### config.mk
export PLATFORM = sky130hd
export DESIGN_NAME = pkt_page_alloc
export DESIGN_NICKNAME = d
export VERILOG_FILES = /design/src/rtl/pkt_alloc_pkg.sv /design/src/rtl/page_queue.sv /design/src/rtl/page_pool.sv /design/src/rtl/pkt_page_alloc.sv
export SDC_FILE = /design/constraint.sdc
export NUM_CORES = 1
export LEC_CHECK = 0
export BUFFER_PORTS_ARGS = -buffer_cell sky130_fd_sc_hd__buf_2
export CAP_MARGIN = 0
export CORE_ASPECT_RATIO = 0.6
export CORE_MARGIN = 1
export CORE_UTILIZATION = 45
export DETAILED_ROUTE_END_ITERATION = 8
export HOLD_SLACK_MARGIN = 0.02
export PLACE_DENSITY = 0.75
export SLEW_MARGIN = 10
export SYNTH_ARGS = -nofsm -noshare
export SYNTH_HDL_FRONTEND = slang
export SYNTH_HIERARCHICAL = 1
export SYNTH_SLANG_ARGS = --single-unit
### constraint.sdc
create_clock -name clk -period 2.8 [get_ports clk]
set_input_delay 0.28 -clock clk [delete_from_list [all_inputs] [get_ports clk]]
set_output_delay 0.28 -clock clk [all_outputs]
set_load 0.02 [all_outputs]
### src/rtl/pkt_alloc_pkg.sv
package pkt_alloc_pkg;
  typedef enum logic [2:0] {
    OP_NOP         = 3'd0,
    OP_TX_ALLOC    = 3'd1,
    OP_RESET       = 3'd2,
    OP_RX_POP      = 3'd3,
    OP_RX_POP_FREE = 3'd4,
    OP_FREE        = 3'd5,
    OP_TX_PUSH     = 3'd6,
    OP_TX_CLR      = 3'd7
  } mmu_op_e;

  localparam logic [7:0] EMPTY_CODE = 8'h80;
  localparam logic [7:0] ACK_MASK   = 8'hD6;
  localparam int IRQ_RCV      = 0;
  localparam int IRQ_TX       = 1;
  localparam int IRQ_TX_EMPTY = 2;
  localparam int IRQ_ALLOC    = 3;
endpackage

### src/rtl/page_queue.sv
module page_queue #(
  parameter int DEPTH = 4,
  parameter int W     = 2
) (
  input  logic         clk,
  input  logic         rst_n,
  input  logic         clr,
  input  logic         push,
  input  logic [W-1:0] push_data,
  input  logic         pop,
  output logic [W-1:0] head,
  output logic         empty,
  output logic         full,
  output logic         empty_nx
);
  localparam int AW = (DEPTH > 1) ? $clog2(DEPTH) : 1;
  localparam int CW = $clog2(DEPTH + 1);

  logic [W-1:0]  slots [DEPTH];
  logic [AW-1:0] rd_ptr, wr_ptr;
  logic [CW-1:0] cnt, cnt_nx;
  logic          do_pop, do_push;

  function automatic logic [AW-1:0] bump(input logic [AW-1:0] p);
    return (p == AW'(DEPTH - 1)) ? '0 : p + 1'b1;
  endfunction

  assign empty   = (cnt == '0);
  assign full    = (cnt == CW'(DEPTH));
  assign head    = slots[rd_ptr];
  assign do_pop  = pop && !empty;
  assign do_push = push && (!full || do_pop);

  always_comb begin
    cnt_nx = cnt;
    if (clr)
      cnt_nx = '0;
    else if (do_push && !do_pop)
      cnt_nx = cnt + 1'b1;
    else if (do_pop && !do_push)
      cnt_nx = cnt - 1'b1;
  end

  assign empty_nx = (cnt_nx == '0);

  always_ff @(posedge clk) begin
    if (!rst_n || clr) begin
      rd_ptr <= '0;
      wr_ptr <= '0;
      cnt    <= '0;
    end else begin
      cnt <= cnt_nx;
      if (do_pop)  rd_ptr <= bump(rd_ptr);
      if (do_push) wr_ptr <= bump(wr_ptr);
    end
  end

  always_ff @(posedge clk) begin
    if (do_push && !clr) slots[wr_ptr] <= push_data;
  end

  p_no_overflow_r6: assert property (@(posedge clk) disable iff (!rst_n)
    cnt <= CW'(DEPTH));
  p_full_push_drop_r6: assert property (@(posedge clk) disable iff (!rst_n)
    (full && push && !pop && !clr) |=> full);
endmodule

### src/rtl/page_pool.sv
module page_pool #(
  parameter int NPG = 4
) (
  input  logic                       clk,
  input  logic                       rst_n,
  input  logic                       clr,
  input  logic                       take,
  input  logic [NPG-1:0]             free_mask,
  output logic                       has_free,
  output logic [$clog2(NPG)-1:0]     low_page,
  output logic [$clog2(NPG+1)-1:0]   used
);
  localparam int PW = $clog2(NPG);
  localparam int CW = $clog2(NPG + 1);

  logic [NPG-1:0] in_use;
  logic [NPG-1:0] take_mask;

  always_comb begin
    low_page = '0;
    for (int i = NPG - 1; i >= 0; i--)
      if (!in_use[i]) low_page = PW'(i);
  end

  always_comb begin
    used = '0;
    for (int i = 0; i < NPG; i++)
      used = used + CW'(in_use[i]);
  end

  assign has_free  = ~&in_use;
  assign take_mask = (take && has_free) ? (NPG'(1) << low_page) : '0;

  always_ff @(posedge clk) begin
    if (!rst_n || clr)
      in_use <= '0;
    else
      in_use <= (in_use & ~free_mask) | take_mask;
  end

  p_take_free_r2: assert property (@(posedge clk) disable iff (!rst_n)
    take |-> has_free);
  p_grant_onehot_r2: assert property (@(posedge clk) disable iff (!rst_n)
    $onehot0(take_mask));
  p_take_marks_r2: assert property (@(posedge clk) disable iff (!rst_n)
    (take && !clr && !free_mask[low_page]) |=> in_use[$past(low_page)]);
endmodule

### src/rtl/pkt_page_alloc.sv
module pkt_page_alloc
  import pkt_alloc_pkg::*;
#(
  parameter int NUM_PAGES = 4,
  localparam int PW = $clog2(NUM_PAGES),
  localparam int CW = $clog2(NUM_PAGES + 1)
) (
  input  logic          clk,
  input  logic          rst_n,
  input  logic          cmd_valid,
  input  logic [7:0]    cmd_byte,
  input  logic [PW-1:0] page_sel,
  input  logic          ack_valid,
  input  logic [7:0]    ack_byte,
  input  logic          mask_we,
  input  logic [7:0]    mask_byte,
  input  logic          tx_en,
  input  logic          auto_rel,
  input  logic          rx_push_valid,
  output logic          rx_push_ready,
  output logic [PW-1:0] rx_push_page,
  output logic          tx_out_valid,
  input  logic          tx_out_ready,
  output logic [PW-1:0] tx_out_page,
  output logic [7:0]    alloc_result,
  output logic [7:0]    rx_head,
  output logic [7:0]    done_head,
  output logic [CW-1:0] used_pages,
  output logic [7:0]    irq_status,
  output logic [7:0]    irq_mask,
  output logic          irq
);
  mmu_op_e op;
  logic op_alloc, op_reset, op_rxpop, op_rxfree, op_free, op_txpush, op_txclr;
  logic has_free, take, retry_now, alloc_now, pending;
  logic rx_fire, tx_fire, rx_pop;
  logic [PW-1:0] low_page, rxq_head, txq_head, cq_head;
  logic rxq_empty, rxq_full, rxq_empty_nx;
  logic txq_empty, txq_full, txq_empty_nx;
  logic cq_empty, cq_full, cq_empty_nx;
  logic [NUM_PAGES-1:0] free_mask;
  logic [7:0] status_nx;

  function automatic logic [NUM_PAGES-1:0] page_bit(input logic [PW-1:0] p);
    return NUM_PAGES'(1) << p;
  endfunction

  function automatic logic [7:0] head_code(input logic e, input logic [PW-1:0] p);
    return e ? EMPTY_CODE : {{(8-PW){1'b0}}, p};
  endfunction

  assign op        = mmu_op_e'(cmd_byte[7:5]);
  assign op_alloc  = cmd_valid && (op == OP_TX_ALLOC);
  assign op_reset  = cmd_valid && (op == OP_RESET);
  assign op_rxpop  = cmd_valid && (op == OP_RX_POP);
  assign op_rxfree = cmd_valid && (op == OP_RX_POP_FREE);
  assign op_free   = cmd_valid && (op == OP_FREE);
  assign op_txpush = cmd_valid && (op == OP_TX_PUSH);
  assign op_txclr  = cmd_valid && (op == OP_TX_CLR);

  // allocation arbitration: command, then retry, then receive stream
  assign alloc_now     = op_alloc && has_free;
  assign retry_now     = pending && has_free && !cmd_valid;
  assign rx_push_ready = !cmd_valid && !retry_now && has_free && !rxq_full;
  assign rx_push_page  = low_page;
  assign rx_fire       = rx_push_valid && rx_push_ready;
  assign take          = alloc_now || retry_now || rx_fire;

  assign tx_out_valid = tx_en && !txq_empty;
  assign tx_out_page  = txq_head;
  assign tx_fire      = tx_out_valid && tx_out_ready;
  assign rx_pop       = op_rxpop || op_rxfree;

  always_comb begin
    free_mask = '0;
    if (op_free)                 free_mask = free_mask | page_bit(page_sel);
    if (op_rxfree && !rxq_empty) free_mask = free_mask | page_bit(rxq_head);
    if (tx_fire && auto_rel)     free_mask = free_mask | page_bit(txq_head);
  end

  page_pool #(.NPG(NUM_PAGES)) u_pool (
    .clk(clk), .rst_n(rst_n), .clr(op_reset), .take(take),
    .free_mask(free_mask), .has_free(has_free), .low_page(low_page),
    .used(used_pages)
  );

  page_queue #(.DEPTH(NUM_PAGES), .W(PW)) u_rxq (
    .clk(clk), .rst_n(rst_n), .clr(op_reset), .push(rx_fire),
    .push_data(low_page), .pop(rx_pop), .head(rxq_head),
    .empty(rxq_empty), .full(rxq_full), .empty_nx(rxq_empty_nx)
  );

  page_queue #(.DEPTH(NUM_PAGES), .W(PW)) u_txq (
    .clk(clk), .rst_n(rst_n), .clr(op_reset || op_txclr), .push(op_txpush),
    .push_data(page_sel), .pop(tx_fire), .head(txq_head),
    .empty(txq_empty), .full(txq_full), .empty_nx(txq_empty_nx)
  );

  page_queue #(.DEPTH(NUM_PAGES), .W(PW)) u_cq (
    .clk(clk), .rst_n(rst_n), .clr(op_reset || op_txclr),
    .push(tx_fire && !auto_rel), .push_data(txq_head),
    .pop(ack_valid && ack_byte[IRQ_TX]), .head(cq_head),
    .empty(cq_empty), .full(cq_full), .empty_nx(cq_empty_nx)
  );

  always_ff @(posedge clk) begin
    if (!rst_n || op_reset) begin
      alloc_result <= 8'h00;
      pending      <= 1'b0;
    end else if (op_alloc) begin
      alloc_result <= has_free ? {{(8-PW){1'b0}}, low_page} : EMPTY_CODE;
      pending      <= !has_free;
    end else if (retry_now) begin
      alloc_result <= {{(8-PW){1'b0}}, low_page};
      pending      <= 1'b0;
    end
  end

  always_comb begin
    status_nx = irq_status;
    if (ack_valid)               status_nx = status_nx & ~(ack_byte & ACK_MASK);
    if (op_alloc)                status_nx[IRQ_ALLOC] = 1'b0;
    if (alloc_now || retry_now)  status_nx[IRQ_ALLOC] = 1'b1;
    if (rx_pop && !rxq_empty)    status_nx[IRQ_RCV] = !rxq_empty_nx;
    if (rx_fire)                 status_nx[IRQ_RCV] = 1'b1;
    if (txq_empty_nx)            status_nx[IRQ_TX_EMPTY] = 1'b1;
    if (!cq_empty_nx)            status_nx[IRQ_TX] = 1'b1;
  end

  always_ff @(posedge clk) begin
    if (!rst_n) begin
      irq_status <= 8'h04;
      irq_mask   <= 8'h00;
    end else begin
      irq_status <= status_nx;
      if (mask_we) irq_mask <= mask_byte;
    end
  end

  assign irq       = |(irq_status & irq_mask);
  assign rx_head   = head_code(rxq_empty, rxq_head);
  assign done_head = head_code(cq_empty, cq_head);

  p_alloc_fail_r3: assert property (@(posedge clk) disable iff (!rst_n)
    (op_alloc && !has_free) |=> (alloc_result == EMPTY_CODE));
  p_retry_done_r3: assert property (@(posedge clk) disable iff (!rst_n)
    retry_now |=> (alloc_result != EMPTY_CODE) && irq_status[IRQ_ALLOC]);
  p_rx_room_r4: assert property (@(posedge clk) disable iff (!rst_n)
    rx_push_ready |-> !rxq_full && !cmd_valid);
  p_rcv_held_r5: assert property (@(posedge clk) disable iff (!rst_n)
    !rxq_empty |-> irq_status[IRQ_RCV]);
  p_drain_gate_r7: assert property (@(posedge clk) disable iff (!rst_n)
    tx_out_valid |-> tx_en);
  p_offer_stable_r7: assert property (@(posedge clk) disable iff (!rst_n)
    (tx_out_valid && !tx_out_ready && tx_en && !cmd_valid) |=> tx_out_valid && $stable(tx_out_page));
  p_txempty_r9: assert property (@(posedge clk) disable iff (!rst_n)
    txq_empty |-> irq_status[IRQ_TX_EMPTY]);
  p_txdone_r9: assert property (@(posedge clk) disable iff (!rst_n)
    !cq_empty |-> irq_status[IRQ_TX]);
endmodule

==> metrics.txt, run 1 <==
Max Slew Vio Count 0; Syn Std Cell Area 4110 um2; violations in the final reports DRC; number of warning messages in the yosys log 6; commonest cells after routing, fill and taps aside buf_2, dfxtp_1, nor2_1; DRC violations left 6; internal portion of total power 2.14 mW; proportion of total power due to net switching 23.8%; global-route wire length before repair 14900 um; DRT antenna net count 0; Critical Path, Cell by Cell inv_1, ha_1, and2_1, nor4b_4, and2_4, and4b_1, a311oi_1, o221ai_1, and3_1, inv_1, a211oi_1, a211oi_1; detailed-route vias per instance 5.36; run status finished, violations left; floorplan row count 26; CP peak stage delay 350 ps; Post-Synthesis Cells 407; switching power 0.668 mW; master cell of the clock root buffer clkbuf_16; path depth of the worst reg2reg path 12; vias 3177; static leakage 2.05 nW; antenna violations before repair 0; total number of cells along the worst setup path 12; via count of the first global-routing pass 3073; clock transition at the registers of the reported paths 60 ps; Die Footprint 9530 um2; iteration count of the initial detailed-routing pass 7; Mean Syn Cell Area 10.1 um2; Worst path top cell family by delay simple AND/OR/NAND/NOR gates; Setup crit end kind register; Arrival @ worst endpoint 2840 ps; io pins 85; core region area 8690 um2; setup repair after global routing missed its margin no; worst slew margin relative to its limit 61.3%; Worst Skew 6.21 ps; average wire per standard cell 15.3 um; share of the cycle needed by the critical path after routing 92.4%; total chip power 2.81 mW; DPL Wire Length 6850 um; number of cells on the worst hold path 2; initial core utilization 47.3%; Final Hold Viols 0; critical-path maximum fanout 11; Fill cells 748; number of nets in the finished design 539; maxcap violations 0; port bufs 60; commonest non-fill, non-tap cell in the layout buf_2; Tmin final 2590 ps; number of inserted diodes 0; power density relative to cell area 578 nW/um2; worst min path class in -> reg; share of post-route cells with drive strength above 1 21.8%; clock buffers created by TritonCTS 9; maximum count of clock buffers along a single path 2; actual transition at the worst max-transition pin 578 ps; CTS H-tree depth 3; share of power burned in combinational logic 12.4%; Vert. Die Dim 76.0 um; wire length after detailed routing 9040 um; sequential cell area 1700 um2; sum of negative setup slack 0 ps; register share of total power 40.8%; crit path max-delay cell type dfxtp_1; clock tree from TritonCTS yes; total overflow reported by the global router 0; source-to-sink clock delay at the later pin of the worst-skew pair 340 ps; total setup violations reported at the end of the flow 0; Layout Area Growth over Synthesis 18.1%; multi-input combinational cell area 2170 um2; Critical Path RT 3050 ps; fmax 386 MHz; portion of total power attributed to the clock network 46.8%; Die W 125 um; largest net degree at the start of global routing 15; routability cong. 0.827; startpoint kind of the worst setup timing path register; number of violations reported at the end of detailed-routing iteration 0 213; maximum VDD drop 305 uV; Critical path buffers and inverters 2; total routing resource utilization after global routing 20.3%; Worst Path Class, Setup reg -> reg; clock tree sinks 73
==> power groups by stage <==
stage / clock network (mW) / registers [mW] / logic (mW)
2_1_floorplan: 0 / 1.17 / 0.247
3_3_place_gp: 0 / 1.16 / 0.333
3_5_place_dp: 0 / 1.17 / 0.340
4_1_cts: 1.34 / 1.14 / 0.342
5_1_grt: 1.38 / 1.15 / 0.381
6_report: 1.31 / 1.14 / 0.349
==> worst paths after layout <==
kind / slack, ps / to / from
worst max-delay path: 210 / irq_status[0] / u_rxq/cnt[0]
worst min-delay path: 120 / irq_status[6] / ack_byte[6]
worst max register to register: 210 / irq_status[0] / u_rxq/cnt[0]
worst min register to register: 460 / irq_status[6] / irq_status[6]
==> metrics by stage <==
stage / instances / worst slack (ps) / util [%] / hold WS (ps) / instance area [um2]
detailed placement: 575 / 182 / 51.7 / 454 / 4490
global route: 593 / 20.0 / 55.8 / 127 / 4850
floorplan: 422 / 116 / - / 367 / 4170
finish: 593 / 212 / 55.8 / 117 / 4850
global placement: 575 / 232 / 51.7 / 436 / 4490
CTS: 591 / 155 / 55.7 / 104 / 4830
==> worst register-to-register path, cell delays in order, from the launching register on <==
cell and delay, ps:
dfxtp_1 350, inv_1 90, ha_1 210, and2_1 160
nor4b_4 250, and2_4 270, and4b_1 210, a311oi_1 250
o221ai_1 180, and3_1 220, inv_1 50, a211oi_1 40
a211oi_1 200
==> flip-flops by register name, indices dropped and copies added, names as in the netlist, 3 cells and up, named ones only <==
signal and flops:
u_cq/cnt 3, u_rxq/cnt 3, u_txq/cnt 3, u_txq/slots 8
irq_mask 8, irq_status 7, u_pool/in_use 4, u_cq/slots 8
u_rxq/slots 8, alloc_result 3
==> final cells by class <==
class,count,share of cell area (%)
sequential,73,35.1
timing repair buffer,72,8.05
inverter,28,2.17
clock inverter,6,2.17
tap,112,2.89
multi-input combinational,292,44.7
clock buffer,10,4.93
==> per-layer routing <==
metal / global-route usage [%] / vias up / routed length [um]
met5: 0 / - / 0
met4: 7.93 / 0 / 150
met3: 5.83 / 15 / 619
met2: 30.9 / 121 / 3980
met1: 27.2 / 1475 / 4300
li1: - / 1566 / -
==> what timing repair did <==
item | in CTS | in global routing
setup buffers | 0 | 2
setup endpoints to repair | 0 | 1
resized for setup | 0 | 1
hold buffers | 0 | 0
endpoints found under the hold margin | 0 | 0
(Power assumes the default switching activity.)
==> run 2, diff against run 1 <==
GPL_TIMING_DRIVEN = 0   (was not set)
==> run 2 against run 1 <==
  * Critical path depth up 2
  * Clock power down 7%
  * Core utilization up 1.9 points
  * Total power down 2.3%
  * Sequential share of layout area down 1.1 points
  * Sequential power about the same
  * Critical endpoint unchanged
  * Via count down 0.13%
  * Clock skew down 2.2 ps
  * The run still ends with DRC left
  * Combinational power up 10%
  * Sequential cell count unchanged
==> metrics.txt, run 2 (synthesis gave the netlist of run 1 again) <==
Critical R2R Capture irq_status[0]; initial core utilization 47.3% (unchanged); average wire per standard cell 14.8 um (-3.1%); source-to-sink clock delay at the later pin of the worst-skew pair 340 ps (about the same); library cell appearing most often on the critical path inv_1; Vert. Die Dim 76.0 um (unchanged); clock buffers created by TritonCTS 9 (unchanged); number of violations reported at the end of detailed-routing iteration 0 176 (-17%); via count of the first global-routing pass 2964 (-3.5%); Arrival @ worst endpoint 2920 ps (+80 ps); Worst Skew 4.03 ps (-2.18 ps); Tmin final 2670 ps (+82.4 ps); commonest non-fill, non-tap cell in the layout buf_2; critical-path maximum fanout 8 (-3); number of inserted diodes 0 (unchanged); worst slew margin relative to its limit 47.0% (-14 points); worst hold path endpoint irq_status[4]; actual transition at the worst max-transition pin 793 ps (+214 ps); area of placed instances 4600 um2 (+2.5%); proportion of total power due to net switching 24.3% (+0.45 points); internal portion of total power 2.08 mW (-2.8%); DRC violations left 6 (unchanged); largest net degree at the start of global routing 14 (-1); worst min path class in -> reg; portion of total power attributed to the clock network 44.3% (-2.5 points); core region area 8690 um2 (unchanged); commonest cells after routing, fill and taps aside buf_2, dfxtp_1, nor2_1; Layout Area Growth over Synthesis 22.0%; floorplan row count 26 (unchanged); Die W 125 um (unchanged); number of cells on the worst hold path 2 (unchanged); switching power 0.665 mW (-0.39%); vias 3173 (-0.13%); clock transition at the registers of the reported paths 50 ps (about the same); path depth of the worst reg2reg path 14 (+2); Max Slew Vio Count 0 (unchanged); Final Hold Viols 0 (unchanged); CP peak stage delay 350 ps (about the same); static leakage 2.16 nW (+5.0%); Setup crit end kind register; post-route core utilization 57.7% (+1.9 points); DPL Wire Length 7000 um (+2.2%); total chip power 2.74 mW (-2.3%); source of the critical timing path u_rxq/cnt[1]; maximum count of clock buffers along a single path 2 (unchanged); port bufs 58 (-3.3%); wire length after detailed routing 9050 um (about the same); antenna violations before repair 0 (unchanged); detailed-route vias per instance 5.18 (-3.2%); source of the worst register-to-register timing path u_rxq/cnt[1]; fmax 374 MHz (-3.1%); CTS H-tree depth 3 (unchanged); Worst Path Class, Setup reg -> reg; clock tree sinks 73 (unchanged); number of nets in the finished design 558 (+3.5%); maximum VDD drop 348 uV (+14%); violations in the final reports DRC; startpoint kind of the worst setup timing path register; share of post-route cells with drive strength above 1 26.6% (+4.8 points); master cell of the clock root buffer clkbuf_16; total overflow reported by the global router 0 (unchanged); setup repair after global routing missed its margin yes; sum of negative setup slack 0 ps (unchanged); power density relative to cell area 547 nW/um2 (-5.4%); maxcap violations 0 (unchanged); clock tree from TritonCTS yes; Critical Path RT 3050 ps (about the same); Critical Path, Cell by Cell inv_1, ha_4, and2_1, nor4b_4, and2_4, buf_12, xnor2_1, a221oi_2, buf_4, o221ai_1, and3_1, inv_1, a211oi_2, a211oi_1; DRT antenna net count 0 (unchanged); crit path max-delay cell type dfxtp_2; Hold Slack 114 ps (-3.12 ps); share of power burned in combinational logic 14.0% (+1.6 points); global-route wire length before repair 14500 um (-2.8%); io pins 85 (unchanged); total routing resource utilization after global routing 19.8% (-0.51 points); reg-to-reg setup timing slack 130 ps (-80 ps); Die Footprint 9530 um2 (unchanged); iteration count of the initial detailed-routing pass 7 (unchanged); # hold bufs at CTS 0 (unchanged); run status finished, violations left; routability cong. 0.827 (about the same); register share of total power 41.7% (+0.9 points); share of the cycle needed by the critical path after routing 95.4% (+2.9 points); final cell area excluding filler cells 5010 um2 (+3.3%); total setup violations reported at the end of the flow 0 (unchanged); worst hold path startpoint ack_byte[4]
==> run 2: cell type report <==
type                       instances  area (um2)
buffer                            29         206
clock buffer                      10         239
clock inverter                     6        81.3
fill                             752        3670
inverter                          28         105
multi-input combinational        292        2200
sequential                        73        1700
tap                              112         140
timing repair buffer              62         333
==> run 2: per-layer routing <==
layer,wire (um),vias to the layer above,share of wire [%],track usage (%)
li1,-,1606,-,-
met1,4270,1449,47,26.2
met2,3980,104,44,30.9
met3,675,14,7.5,5.97
met4,123,0,1.4,6.59
met5,0,-,0,0
==> run 2: critical path, delay by kind of cell, from the launching register on <==
kind                       cells  cell delay (ps)
xor gates and xnor gates       1               60
AOI/OAI and AO/OA              4              670
and+or+nand+nor                4              880
buffers and inverters          4              410
DFF                            1              350
adders and majority gates      1              190
==> run 2: worst max-delay path by stage <==
stage	to	cells past startpoint	slack, ps
CTS	irq_status[0]	13	10
floorplan	irq_status[0]	13	120
global route	irq_status[0]	14	-30
detailed placement	irq_status[1]	11	-140
global placement	irq_status[1]	11	-80
finish	irq_status[0]	14	130
==> run 2: power by group through the flow <==
stage	registers, mW	logic, mW	clock network [mW]
6_report	1.14	0.384	1.22
3_5_place_dp	1.16	0.357	0
2_1_floorplan	1.17	0.247	0
3_3_place_gp	1.16	0.348	0
5_1_grt	1.15	0.418	1.29
4_1_cts	1.14	0.364	1.25
==> run 2: what timing repair did <==
action	CTS	global route
endpoints found under the setup margin	3	8
pin swaps	0	5
setup buffers	1	3
endpoints found under the hold margin	0	0
gates resized for setup	3	12
==> run 2: per-stage QoR <==
step	worst slack [ps]	instances
6_report	129	612
5_1_grt	-28.6	612
4_1_cts	14.6	609
3_5_place_dp	-136	592
3_3_place_gp	-75.2	592
2_1_floorplan	116	422
==> run 3, diff against run 2 <==
SYNTH_HIERARCHICAL = not set   (was 1)
==> run 3 against run 2 <==
  * The flow now finishes without violations
  * Maximum frequency grew 17%
  * Cell count shrank 7.7%
  * Sequential share of layout area grew 3.0 points
  * Total power grew 16%
  * First-iteration DRC count shrank 1.7%
  * Sequential power grew 6%
  * Critical endpoint is now irq_status[1]
==> metrics.txt, run 3 <==
run status finished clean; detailed-route vias per instance 5.15 (-0.76%); top flip-flop cell by instance count after synthesis dfxtp_1; switching power 0.939 mW (+41%); initial core utilization 47.3% (about the same); largest net degree at the start of global routing 15 (+1); static leakage 1.99 nW (-7.5%); Placed Cells incl. Taps 549 (-7.3%); worst slew margin relative to its limit 38.9% (-8.1 points); source of the worst register-to-register timing path u_cq.cnt[0]; total setup violations reported at the end of the flow 0 (unchanged); Post-Synthesis Cells 370 (-9.1%); most frequently used cell type in the post-synthesis netlist dfxtp_1; clock buffers created by TritonCTS 9 (unchanged); DRT antenna net count 0 (unchanged); source-to-sink clock delay at the later pin of the worst-skew pair 340 ps (about the same); Setup crit end kind register; routability cong. 0.843 (+1.9%); share of power burned in combinational logic 22.4% (+8.4 points); startpoint kind of the worst setup timing path register; power density relative to cell area 693 nW/um2 (+27%); clock tree sinks 73 (unchanged); setup bufs post-CTS 0 (-1); area share of the largest cell type after synthesis 25.8%; commonest cells after routing, fill and taps aside buf_2, dfxtp_1, nor2_1; total routing resource utilization after global routing 20.1% (+0.36 points); vias 2907 (-8.4%); critical-path maximum fanout 7 (-1); floorplan row count 25 (-3.8%); Worst Skew 8.05 ps (+4.02 ps); Vert. Die Dim 73.2 um (-3.7%); port bufs 56 (-3.4%); fmax 437 MHz (+17%); via count of the first global-routing pass 2746 (-7.4%); Tmin final 2290 ps (-380 ps); Die W 121 um (-3.7%); path depth of the worst reg2reg path 7 (-7); antenna violations before repair 0 (unchanged); Syn Std Cell Area 3800 um2 (-7.4%); number of warning messages in the yosys log 0 (-6); most common library cells after synthesis dfxtp_1, nor2_1, ha_1, nand2_1, edfxtp_1; number of nets in the finished design 514 (-7.9%); number of enable flip-flop cells after synthesis 24; wire length after detailed routing 8090 um (-11%); proportion of total power due to net switching 29.4% (+5.2 points); maximum VDD drop 401 uV (+15%); iteration count of the initial detailed-routing pass 4 (-3); Max Slew Vio Count 0 (unchanged); Critical Path RT 3010 ps (-40 ps); total overflow reported by the global router 0 (unchanged); share of the cycle needed by the critical path after routing 81.8% (-14 points); clock transition at the registers of the reported paths 60 ps (about the same); worst min path class in -> reg; master cell of the clock root buffer clkbuf_16; source of the critical timing path u_cq.cnt[0]; post-synthesis sequential element count 73; Die Footprint 8840 um2 (-7.2%); # hold bufs at CTS 0 (unchanged); clock tree from TritonCTS yes; Arrival @ worst endpoint 2510 ps (-410 ps); Final Non-Filler Cells 565 (-7.7%); number of violations reported at the end of detailed-routing iteration 0 173 (-1.7%); Final Hold Viols 0 (unchanged); sum of negative setup slack 0 ps (unchanged); setup repair after global routing missed its margin no; distinct cell type count of the synthesized netlist 64; maxcap violations 0 (unchanged); post-synthesis async set-or-reset flop share 0%; cells taking the most area after synthesis dfxtp_1, edfxtp_1, ha_1; maximum count of clock buffers along a single path 2 (unchanged); area of placed instances 4280 um2 (-7.1%); average wire per standard cell 14.3 um (-3.2%); commonest non-fill, non-tap cell in the layout buf_2; reg-to-reg setup timing slack 510 ps (+380 ps); Yosys top cell by area dfxtp_1; portion of total power attributed to the clock network 39.6% (-4.7 points); share of post-route cells with drive strength above 1 25.2% (-1.4 points); Critical R2R Capture irq_status[1]; CTS H-tree depth 3 (unchanged); io pins 85 (unchanged); core region area 8040 um2 (-7.4%); global-route wire length before repair 13500 um (-7.0%); DPL Wire Length 6160 um (-12%); Layout Area Growth over Synthesis 21.0%; total chip power 3.19 mW (+16%); Fill cells 687 (-8.6%); Worst Path Class, Setup reg -> reg; final cell area excluding filler cells 4600 um2 (-8.2%); internal portion of total power 2.25 mW (+8.3%); number of inserted diodes 0 (unchanged); actual transition at the worst max-transition pin 908 ps (+116 ps); Mean Syn Cell Area 10.3 um2 (+1.9%); register share of total power 38.1% (-3.6 points); post-synthesis sequential area ratio 44.7%; quantity of gates resized following cts 0 (-3); post-route core utilization 57.3% (-0.45 points); DRC violations left 0 (-6); critical path endpoint irq_status[1]
run 3: cell count changes in the layout (fill, tap and decap cells not counted), moves of 6 or more:
cell      change
nand2b_1      -8
inv_1        -10
nor2b_1       +7
nor2_1       -10
nand2_1       +6
run 3: final cells by class:
| class | count | area (um2) | share of cell area [%] |
|---|---|---|---|
| Multi-Input combinational cell | 267 | 1910 | 41.4 |
| Sequential cell | 73 | 1700 | 37.0 |
| Timing Repair Buffer | 56 | 280 | 6.09 |
| Clock buffer | 9 | 225 | 4.89 |
| Buffer | 28 | 190 | 4.13 |
| Tap cell | 108 | 135 | 2.94 |
| Clock inverter | 7 | 101 | 2.20 |
| Inverter | 17 | 63.8 | 1.39 |
run 3: power groups by stage:
stage,sequential (mW),clock [mW],combinational (mW)
2_1_floorplan,1.24,0,0.521
3_3_place_gp,1.23,0,0.689
3_5_place_dp,1.23,0,0.710
4_1_cts,1.21,1.28,0.715
5_1_grt,1.22,1.33,0.795
6_report,1.21,1.26,0.714
run 3: worst min-delay path by stage:
stage                        startpoint             to  depth (start not counted)
after floorplan               ack_valid  irq_status[7]                          1
after global placement    irq_status[7]  irq_status[7]                          2
after detailed placement  irq_status[7]  irq_status[7]                          2
after CTS                   ack_byte[6]  irq_status[6]                          2
after global routing        ack_byte[7]  irq_status[7]                          2
final                       ack_byte[6]  irq_status[6]                          2
run 3: routing by layer:
layer	GRT usage, %	wire, um	up-vias
li1	-	-	1457
met1	28.3	4150	1347
met2	29.2	3280	95
met3	6.80	581	8
met4	6.17	76	0
met5	0	0	-
run 3: cell families (layout without fill, tap and decap cells):
logic type / after synthesis / in the layout / share of synthesized area (%)
simple gates: 137 / 137 / 20.0
flops: 73 / 73 / 44.7
compound gates: 62 / 62 / 10.8
buf+inv: 45 / 117 / 6.68
fa+ha+maj: 27 / 27 / 9.08
mux: 22 / 22 / 7.99
xor+xnor: 3 / 3 / 0.691
other cells: 1 / 16 / 0.0986
run 3: metrics by stage:
stage               setup WS [ps]  hold WS [ps]
finish                        509           113
global route                  393           110
CTS                           520           101
detailed placement            552           440
global placement              584           435
floorplan                     701           368
run 3: worst max-delay path, cell delays in order, from the launching register on:
cell	delay (ps)
dfxtp_1	360
inv_1	90
ha_1	240
and2b_4	210
a311o_1	320
a21boi_1	160
mux2_4	310
or4_1	470
